File: config.mk
export PLATFORM = sky130hd
export DESIGN_NAME = hpe_regbank
export DESIGN_NICKNAME = d
export VERILOG_FILES = /design/src/rtl/hpe_pkg.sv /design/src/rtl/hpe_slot_maps.sv /design/src/rtl/hpe_evt_regs.sv /design/src/rtl/hpe_eject_dec.sv /design/src/rtl/hpe_regbank.sv
export SDC_FILE = /design/constraint.sdc
export NUM_CORES = 1
export LEC_CHECK = 0
export CAP_MARGIN = 20
export CORE_ASPECT_RATIO = 1.25
export CORE_MARGIN = 1.5
export CORE_UTILIZATION = 65
export CTS_CLUSTER_SIZE = 25
export DETAILED_ROUTE_END_ITERATION = 10
export DONT_BUFFER_PORTS = 1
export PLACE_DENSITY = 0.78
export SLEW_MARGIN = 30
export SYNTH_ARGS = -nofsm -noshare
export SYNTH_HDL_FRONTEND = slang
export SYNTH_SLANG_ARGS = --single-unit
File: constraint.sdc
create_clock -name clk -period 2.8 [get_ports clk]
set_input_delay 0.14 -clock clk [delete_from_list [all_inputs] [get_ports clk]]
set_output_delay 0.14 -clock clk [all_outputs]
set_load 0.005 [all_outputs]
File: src/rtl/hpe_pkg.sv
package hpe_pkg;

    localparam int DATA_W   = 32;
    localparam int NSLOT    = DATA_W;
    localparam int SLOT_W   = $clog2(NSLOT);
    localparam int EVT_W    = 16;
    localparam int HP_BIT   = 1;
    localparam int ADDR_W   = 5;

    localparam int OFS_UP   = 'h0;
    localparam int OFS_DN   = 'h4;
    localparam int OFS_EJ   = 'h8;
    localparam int OFS_EVT  = 'hC;

    typedef enum logic [2:0] {
        SEL_NONE,
        SEL_UP,
        SEL_DN,
        SEL_EJ,
        SEL_EVT
    } reg_sel_e;

    typedef struct packed {
        logic              valid;
        logic              insert;
        logic [SLOT_W-1:0] slot;
    } hp_req_t;

    function automatic reg_sel_e decode_addr(input logic [ADDR_W-1:0] a);
        reg_sel_e s;
        s = SEL_NONE;
        if (a[1:0] == 2'b00) begin
            case (int'(a))
                OFS_UP:  s = SEL_UP;
                OFS_DN:  s = SEL_DN;
                OFS_EJ:  s = SEL_EJ;
                OFS_EVT: s = SEL_EVT;
                default: s = SEL_NONE;
            endcase
        end
        return s;
    endfunction

endpackage

File: src/rtl/hpe_slot_maps.sv
module hpe_slot_maps
    import hpe_pkg::*;
#(
    parameter int NS = NSLOT,
    localparam int SW = $clog2(NS)
) (
    input  logic          clk,
    input  logic          rst,
    input  logic          req_valid,
    input  logic          req_insert,
    input  logic [SW-1:0] req_slot,
    input  logic          wr_up,
    input  logic          wr_dn,
    input  logic [NS-1:0] wdata,
    output logic [NS-1:0] up_map,
    output logic [NS-1:0] dn_map
);

    logic [NS-1:0] slot_oh;

    always_comb begin
        slot_oh = '0;
        slot_oh[req_slot] = 1'b1;
    end

    always_ff @(posedge clk) begin
        if (rst) begin
            up_map <= '0;
            dn_map <= '0;
        end else if (req_valid) begin
            up_map <= req_insert ? slot_oh : '0;
            dn_map <= req_insert ? '0 : slot_oh;
        end else begin
            if (wr_up) up_map <= wdata;
            if (wr_dn) dn_map <= wdata;
        end
    end

endmodule

File: src/rtl/hpe_evt_regs.sv
module hpe_evt_regs
    import hpe_pkg::*;
#(
    parameter int EW  = EVT_W,
    parameter int BIT = HP_BIT
) (
    input  logic          clk,
    input  logic          rst,
    input  logic          set_evt,
    input  logic          wr,
    input  logic [EW-1:0] w_sts,
    input  logic [EW-1:0] w_en,
    output logic [EW-1:0] sts,
    output logic [EW-1:0] en
);

    logic [EW-1:0] set_mask;
    logic [EW-1:0] clr_mask;

    always_comb begin
        set_mask = '0;
        set_mask[BIT] = set_evt;
        clr_mask = wr ? w_sts : '0;
    end

    always_ff @(posedge clk) begin
        if (rst) begin
            sts <= '0;
            en  <= '0;
        end else begin
            sts <= (sts & ~clr_mask) | set_mask;
            en  <= (wr ? w_en : en) | set_mask;
        end
    end

endmodule

File: src/rtl/hpe_eject_dec.sv
module hpe_eject_dec
    import hpe_pkg::*;
#(
    parameter int DW = DATA_W,
    localparam int SW = $clog2(DW)
) (
    input  logic          clk,
    input  logic          rst,
    input  logic          wr,
    input  logic [DW-1:0] wdata,
    output logic          ej_valid,
    output logic [SW-1:0] ej_slot
);

    logic [SW-1:0] low_idx;

    always_comb begin
        low_idx = '0;
        for (int i = DW - 1; i >= 0; i--) begin
            if (wdata[i]) low_idx = SW'(i);
        end
    end

    always_ff @(posedge clk) begin
        if (rst) begin
            ej_valid <= 1'b0;
            ej_slot  <= '0;
        end else begin
            ej_valid <= wr && (wdata != '0);
            if (wr && (wdata != '0)) ej_slot <= low_idx;
        end
    end

endmodule

File: src/rtl/hpe_regbank.sv
module hpe_regbank
    import hpe_pkg::*;
#(
    parameter int AW = ADDR_W,
    parameter int DW = DATA_W,
    parameter int EW = EVT_W,
    localparam int SW = $clog2(DW)
) (
    input  logic          clk,
    input  logic          rst,
    input  logic [AW-1:0] bus_addr,
    input  logic          bus_we,
    input  logic [DW-1:0] bus_wdata,
    output logic [DW-1:0] bus_rdata,
    input  logic          hp_valid,
    input  logic          hp_insert,
    input  logic [SW-1:0] hp_slot,
    output logic          sci,
    output logic          ej_valid,
    output logic [SW-1:0] ej_slot
);

    reg_sel_e      sel;
    hp_req_t       req;
    logic [DW-1:0] up_map;
    logic [DW-1:0] dn_map;
    logic [EW-1:0] evt_sts;
    logic [EW-1:0] evt_en;

    always_comb begin
        sel        = decode_addr(ADDR_W'(bus_addr));
        req.valid  = hp_valid;
        req.insert = hp_insert;
        req.slot   = hp_slot;
    end

    hpe_slot_maps #(.NS(DW)) u_maps (
        .clk        (clk),
        .rst        (rst),
        .req_valid  (req.valid),
        .req_insert (req.insert),
        .req_slot   (req.slot),
        .wr_up      (bus_we && sel == SEL_UP),
        .wr_dn      (bus_we && sel == SEL_DN),
        .wdata      (bus_wdata),
        .up_map     (up_map),
        .dn_map     (dn_map)
    );

    hpe_evt_regs #(.EW(EW), .BIT(HP_BIT)) u_evt (
        .clk     (clk),
        .rst     (rst),
        .set_evt (req.valid),
        .wr      (bus_we && sel == SEL_EVT),
        .w_sts   (bus_wdata[EW-1:0]),
        .w_en    (bus_wdata[2*EW-1:EW]),
        .sts     (evt_sts),
        .en      (evt_en)
    );

    hpe_eject_dec #(.DW(DW)) u_ej (
        .clk      (clk),
        .rst      (rst),
        .wr       (bus_we && sel == SEL_EJ),
        .wdata    (bus_wdata),
        .ej_valid (ej_valid),
        .ej_slot  (ej_slot)
    );

    always_ff @(posedge clk) begin
        if (rst) sci <= 1'b0;
        else     sci <= req.valid;
    end

    always_comb begin
        case (sel)
            SEL_UP:  bus_rdata = up_map;
            SEL_DN:  bus_rdata = dn_map;
            SEL_EVT: bus_rdata = DW'({evt_en, evt_sts});
            default: bus_rdata = '0;
        endcase
    end

endmodule

Word-level counts from Yosys, hierarchy flattened
Cells that the tools add are included.

cells by class
  eq/ne operators = 7
  mux-type cells = 45
  bitwise operators = 4
  order comparisons = 2
  reductions and logical operators = 11

operators with widths
  operator            number
  $mux 32             6
  $mux 5              32
  $pmux 32 s3         1
  $mux 16             2
  $or 16x2->16        2
  $reduce_bool 32->1  1
  $and 16x16->16      1
  $not 16->16         1
  $pmux 3 s4          1
  $eq 5x4->1 const B  2
  $eq 3x2->1 const B  2
  $logic_and 1x1->1   6
  $lt 5x6->1 const B  1
  $demux 1 s5         1
  $eq 5x3->1 const B  1
  $ge 5x1->1 const B  1
  $logic_not 5->1     1
  $reduce_bool 2->1   2
  $eq 3x1->1 const B  1
  $eq 3x3->1 const B  1
  $mux 3              1
  $logic_not 2->1     1
  $mux 1              1

word-level totals
  output and inout bits = 39
  bits of input ports = 47
  flip-flop bits (word level) = 103
  word-level logic and storage cells = 76

Longest topological paths before layout
  depth in word-level cells = 32
  depth in mapped cells = 7
  gate-level depth less buffers = 5

Hierarchy
Synthesis repeated with hierarchy kept, for this count alone.

unflattened totals
  cells, all modules = 690
  area, all modules = 5,693.0 um^2

by module, submodules not included
  module         cells an instance  times used  seq. area each (um^2)  area each (um^2)
  hpe_slot_maps  381                1           1,281.2                3,178.0
  hpe_evt_regs   104                1           640.6                  1,136.1
  hpe_regbank    122                1           20.0                   814.5
  hpe_eject_dec  83                 1           120.1                  564.3

Worst setup path before layout
No wires, ideal clock.

  path kind = in2out
  from = in bus_addr[1]
  to = out bus_rdata[0]
  data arrival time = 1,389 ps
  slack = 1,271 ps
  buffers on the path = 2
  required time = 2,660 ps
  cell stages on the path = 5
  cells stage by stage = nor4b_2 buf_2 buf_1 nand2_1 a21oi_1

on the way
  cells in the longest elaborated chain, start to end = 5
  elaborated cells on any way between the ends = 11
  those cells by class = eq/ne: 6; mux: 3; reduce/logical: 2

ends and longest elaborated chain
  element                                   line               RTL
  from (decl)                               hpe_regbank.sv:11  input logic [AW-1:0] bus_addr,
  $eq 5x4->1, or another cell as far along  hpe_pkg.sv:33      case (int'(a))
  $pmux 3 s4                                hpe_pkg.sv:33
  $mux 3 *                                  hpe_pkg.sv:32      if (a[1:0] == 2'b00) begin
  $eq 3x3->1, or another cell as far along  hpe_regbank.sv:76  case (sel)
  $pmux 32 s3 *                             hpe_regbank.sv:76
  to (decl)                                 hpe_regbank.sv:14  output logic [DW-1:0] bus_rdata,

Mark *: on every way between the ends. The rest lies on a longest branch, timed or not.

Final worst setup path
  from = in bus_addr[1]
  to = reg u_evt.sts[1]

on the way
  cells in the longest elaborated chain, start to end = 9
  elaborated cells on any way between the ends = 13
  those cells by class = eq/ne: 4; mux: 3; bitwise: 3; reduce/logical: 3

ends and longest elaborated chain
  element                                   line                RTL
  $eq 5x4->1, or another cell as far along  hpe_pkg.sv:33
  $pmux 3 s4                                hpe_pkg.sv:33
  $mux 3 *                                  hpe_pkg.sv:32
  $eq 3x3->1 *                              hpe_regbank.sv:54   .wr (bus_we && sel == SEL_EVT),
  $logic_and 1x1->1 *                       hpe_regbank.sv:54
  $mux 16 *                                 hpe_evt_regs.sv:23  clr_mask = wr ? w_sts : '0;
  $not 16->16 *                             hpe_evt_regs.sv:31  sts <= (sts & ~clr_mask) | set_mask;
  $and 16x16->16 *                          hpe_evt_regs.sv:31
  $or 16x2->16 *                            hpe_evt_regs.sv:31
  to (signal assigned)                      hpe_evt_regs.sv:31
  to (decl)                                 hpe_evt_regs.sv:13  output logic [EW-1:0] sts,

Marked as above.
A chain may end at the register's enable or synchronous reset.

==> summary.md <==
| Metric | Value |
|---|---|
| Area contributors post-synth | dfxtp_1 (41%), a21oi_1 (11%), a211oi_1 (10%) |
| Max Fanout on Critical Path | 19 |
| Yosys top cell by area | dfxtp_1 |
| Peak supply drop | 0.348 mV |
| Main synth FF type | dfxtp_1 |
| Num rows | 35 |
| Slew margin rel. | 0.410 |
| Unrepaired setup endpoints after global routing | false |
| Setup CP Type | primary input to flip-flop |
| Drt wl/cell | 22.6 um |
| Clk slew on worst S/H paths | 0.11 ns |
| CTS Root Cell | clkbuf_8 |
| Fin crit share | 0.661 |
| Die Width | 82.1 um |
| Final WL | 17,200 um |
| Syn Area/Cell | 7.61 sq um |
| Yosys top cell area share | 0.406 |
| Busiest layer in global routing | met2 |
| Die area | 0.00836 sq mm |
| Post-Synth XOR/XNOR Area | 0 |
| Via count | 5,336 |
| Placement Cell Area | 0.00510 sq mm |
| Skew-Pair Late Insertion Delay | ~0.38 ns |
| First-pass detailed-route iteration total | 5 |
| Initial Util | 0.679 |
| Critical Path AT | between 2 and 2.5 ns |
| Place WS | ~1.0 ns |
| M2 GR Usage | 0.698 |
| CTS buffer count | 9 |
| Ys Warns | 0 |
| Fmax | 540 MHz |
| Chip height | around 100 um |
| Fin nets | roughly 710 |
| Mapped Cells | 668 |
| Global-route usage over all layers | 0.428 |
| Fraction of met1 tracks used by global routing | 0.479 |
| CTS Sinks | 103 |
| Clk_skew | 0 ns |
| Placeable Area | 0.00749 sq mm |
| Worst-Margin Slew | about 0.88 ns |
| Critical Path RT | 3.07 ns |
| Post-CTS sizing | 0 |
| Drc violations | 0 |
| Filler cell count | a little under 600 |
| Leakage | about 1.9 nW |
| Final setup violation count | 0 |
| Global-route wire length before repair | 26,400 um |
| Total Neg Setup Slack | 0 ns |
| Fin cells | 762 |
| Num ports | 86 |
| Final non-filler cell area | about 0.0056 sq mm |
| Via density | 7.00 |
| Synth Area in Compound Gates | 0.315 |
| Critical Path Source Type | primary input |
| Congestion Overflow GR | 0 |
| Dpl cells | 714 |
| Clock tree from TritonCTS | done |
| Post-synthesis mux area share | 0 |
| Initial DRC count | 460 |
| Status | finished clean |
| Adder-cell share of the synthesized area | 0 |
| I/O Buffers | 0 |
| Met3 GRT Util | 0.104 |
| Hold Vio Cnt, Final | 0 |
| # H-tree levels | 3 |
| Max_cap viols | 0 |
| GP Congestion | approximately 1.0 |
| Clk buf depth | 2 |
| Post-synthesis async set-or-reset flop share | 0 |
| Share of cells above drive strength 1 | 0.0582 |
| Post-CTS Setup Inserts | 0 |
| Fin util | 0.754 |
| Initial antenna violation count | 0 |
| Number of global-route vias before repair | 5,026 |
| Largest net degree at the start of global routing | 88 |
| Crit end category | flip-flop |
| Pwr dens | 505 mW/mm^2 |
| Final slew viol count | 0 |
| Setup ws final | 0.950 ns |
| Yosys cell types | 39 |
| Post-synth EDFFs | 0 |
| Worst Hold Class | primary input to flip-flop |
| Synth top cells by count | a21oi_1 (116), dfxtp_1 (103), nand2_1 (85), nor2_1 (85), a211oi_1 (68) |
| CTS Hold Buffers Added | 32 |
| Crit path time final | 1.85 ns |
| Antenna-violating nets left | 0 |
| Most common cell in the netlist | a21oi_1 |
| Mapped Area | between 0.005 and 0.006 sq mm |
| Share of the yosys chip area belonging to registers | 0.406 |
| Register bit total from synthesis | 103 |
| Detailed placement HPWL | 11,000 um |
| Syn_nets | ~720 |
| Synth Area in Simple Gates | 0.229 |
| Antenna diodes | 0 |
| Largest family of logic cells by synthesized area | compound AO/OA/AOI/OAI gates |
| P&R area growth vs syn | 11.1% |
## cell type report
| class | instances | area (sq um) | area share |
|---|---|---|---|
| Tap cell | 92 | 115 | 0.0204 |
| Clock buffer | 11 | 141 | 0.0251 |
| Timing Repair Buffer | 43 | 445 | 0.0789 |
| Sequential cell | 103 | 2060 | 0.365 |
| Inverter | 8 | 30.0 | 0.00532 |
| Clock inverter | 5 | 46.3 | 0.00820 |
| Multi-Input combinational cell | 500 | 2800 | 0.497 |
## critical path, cell delays in order
cell,delay (ns)
nor4b_4,0.38
and3_1,0.72
nand2_1,0.13
a21oi_1,0.16
dlygate4sd3_1,0.56
nor2_1,0.04
## cells by family after synthesis
kind of cell	Yosys count
AO/OA/AOI/OAI	254
AND/OR/NAND/NOR	246
buffers and inverters	65
flip-flops	103
## path summary, 6_finish.rpt
path / cells past startpoint / slack, ns / end / start
setup / recovery: 6 / 0.95 / u_evt.sts[1]$_SDFF_PP0_ / bus_addr[1]
hold / removal: 2 / 0.005 / u_evt.sts[13]$_SDFF_PP0_ / bus_wdata[13]
setup reg to reg: 3 / 1.63 / u_evt.sts[1]$_SDFF_PP0_ / u_evt.sts[1]$_SDFF_PP0_
hold reg to reg: 2 / 0.44 / u_evt.sts[11]$_SDFF_PP0_ / u_evt.sts[11]$_SDFF_PP0_
## stage by stage
stage          power, mW  hold slack, ns
3_5_place_dp        1.88           0.221
2_1_floorplan       1.84           0.227
4_1_cts             2.83         0.00415
6_report            2.85         0.00514
5_1_grt             2.93          0.0298
3_3_place_gp        1.88           0.219
## where the power goes
group	internal [mW]	total, mW	leakage (nW)	switching [mW]
Combinational	0.144	0.357	1.00	0.213
Clock	0.366	0.921	0.0968	0.555
Sequential	1.53	1.57	0.845	0.0395
## sequential cells by signal, indices dropped and copies added, names as in the netlist
signal / flops
u_maps.up_map: 32
u_ej.ej_valid: 1
u_ej.ej_slot: 5
u_evt.en: 16
u_maps.dn_map: 32
u_evt.sts: 16
sci: 1
## layout by cell type, fill, tap and decap left out, types with 2 or more instances in the layout
cell,instances
a21oi_1,116
dfxtp_1,103
nor2_1,85
nand2_1,83
a211oi_1,68
dlygate4sd3_1,31
nor2b_1,29
o21ai_0,21
a221oi_1,17
a22oi_1,15
nor4_1,11
clkbuf_8,10
buf_4,9
nor3_1,7
inv_1,6
o211a_1,5
or4_1,4
and3_1,3
nand4_1,3
and3b_1,3
nor3b_1,3
inv_6,3
nand3_1,2
o21a_1,2
o311ai_0,2
a31oi_1,2
nand2_2,2
nor4b_4,2
nor3b_2,2
buf_12,2
## routing by layer
layer | vias to the layer above | share of wire
met5 | - | 0
met3 | 103 | 0.095
li1 | 2419 | -
met4 | 0 | 0.081
met1 | 2467 | 0.36
met2 | 347 | 0.47
Note: power is estimated with default switching activity, not from simulation.
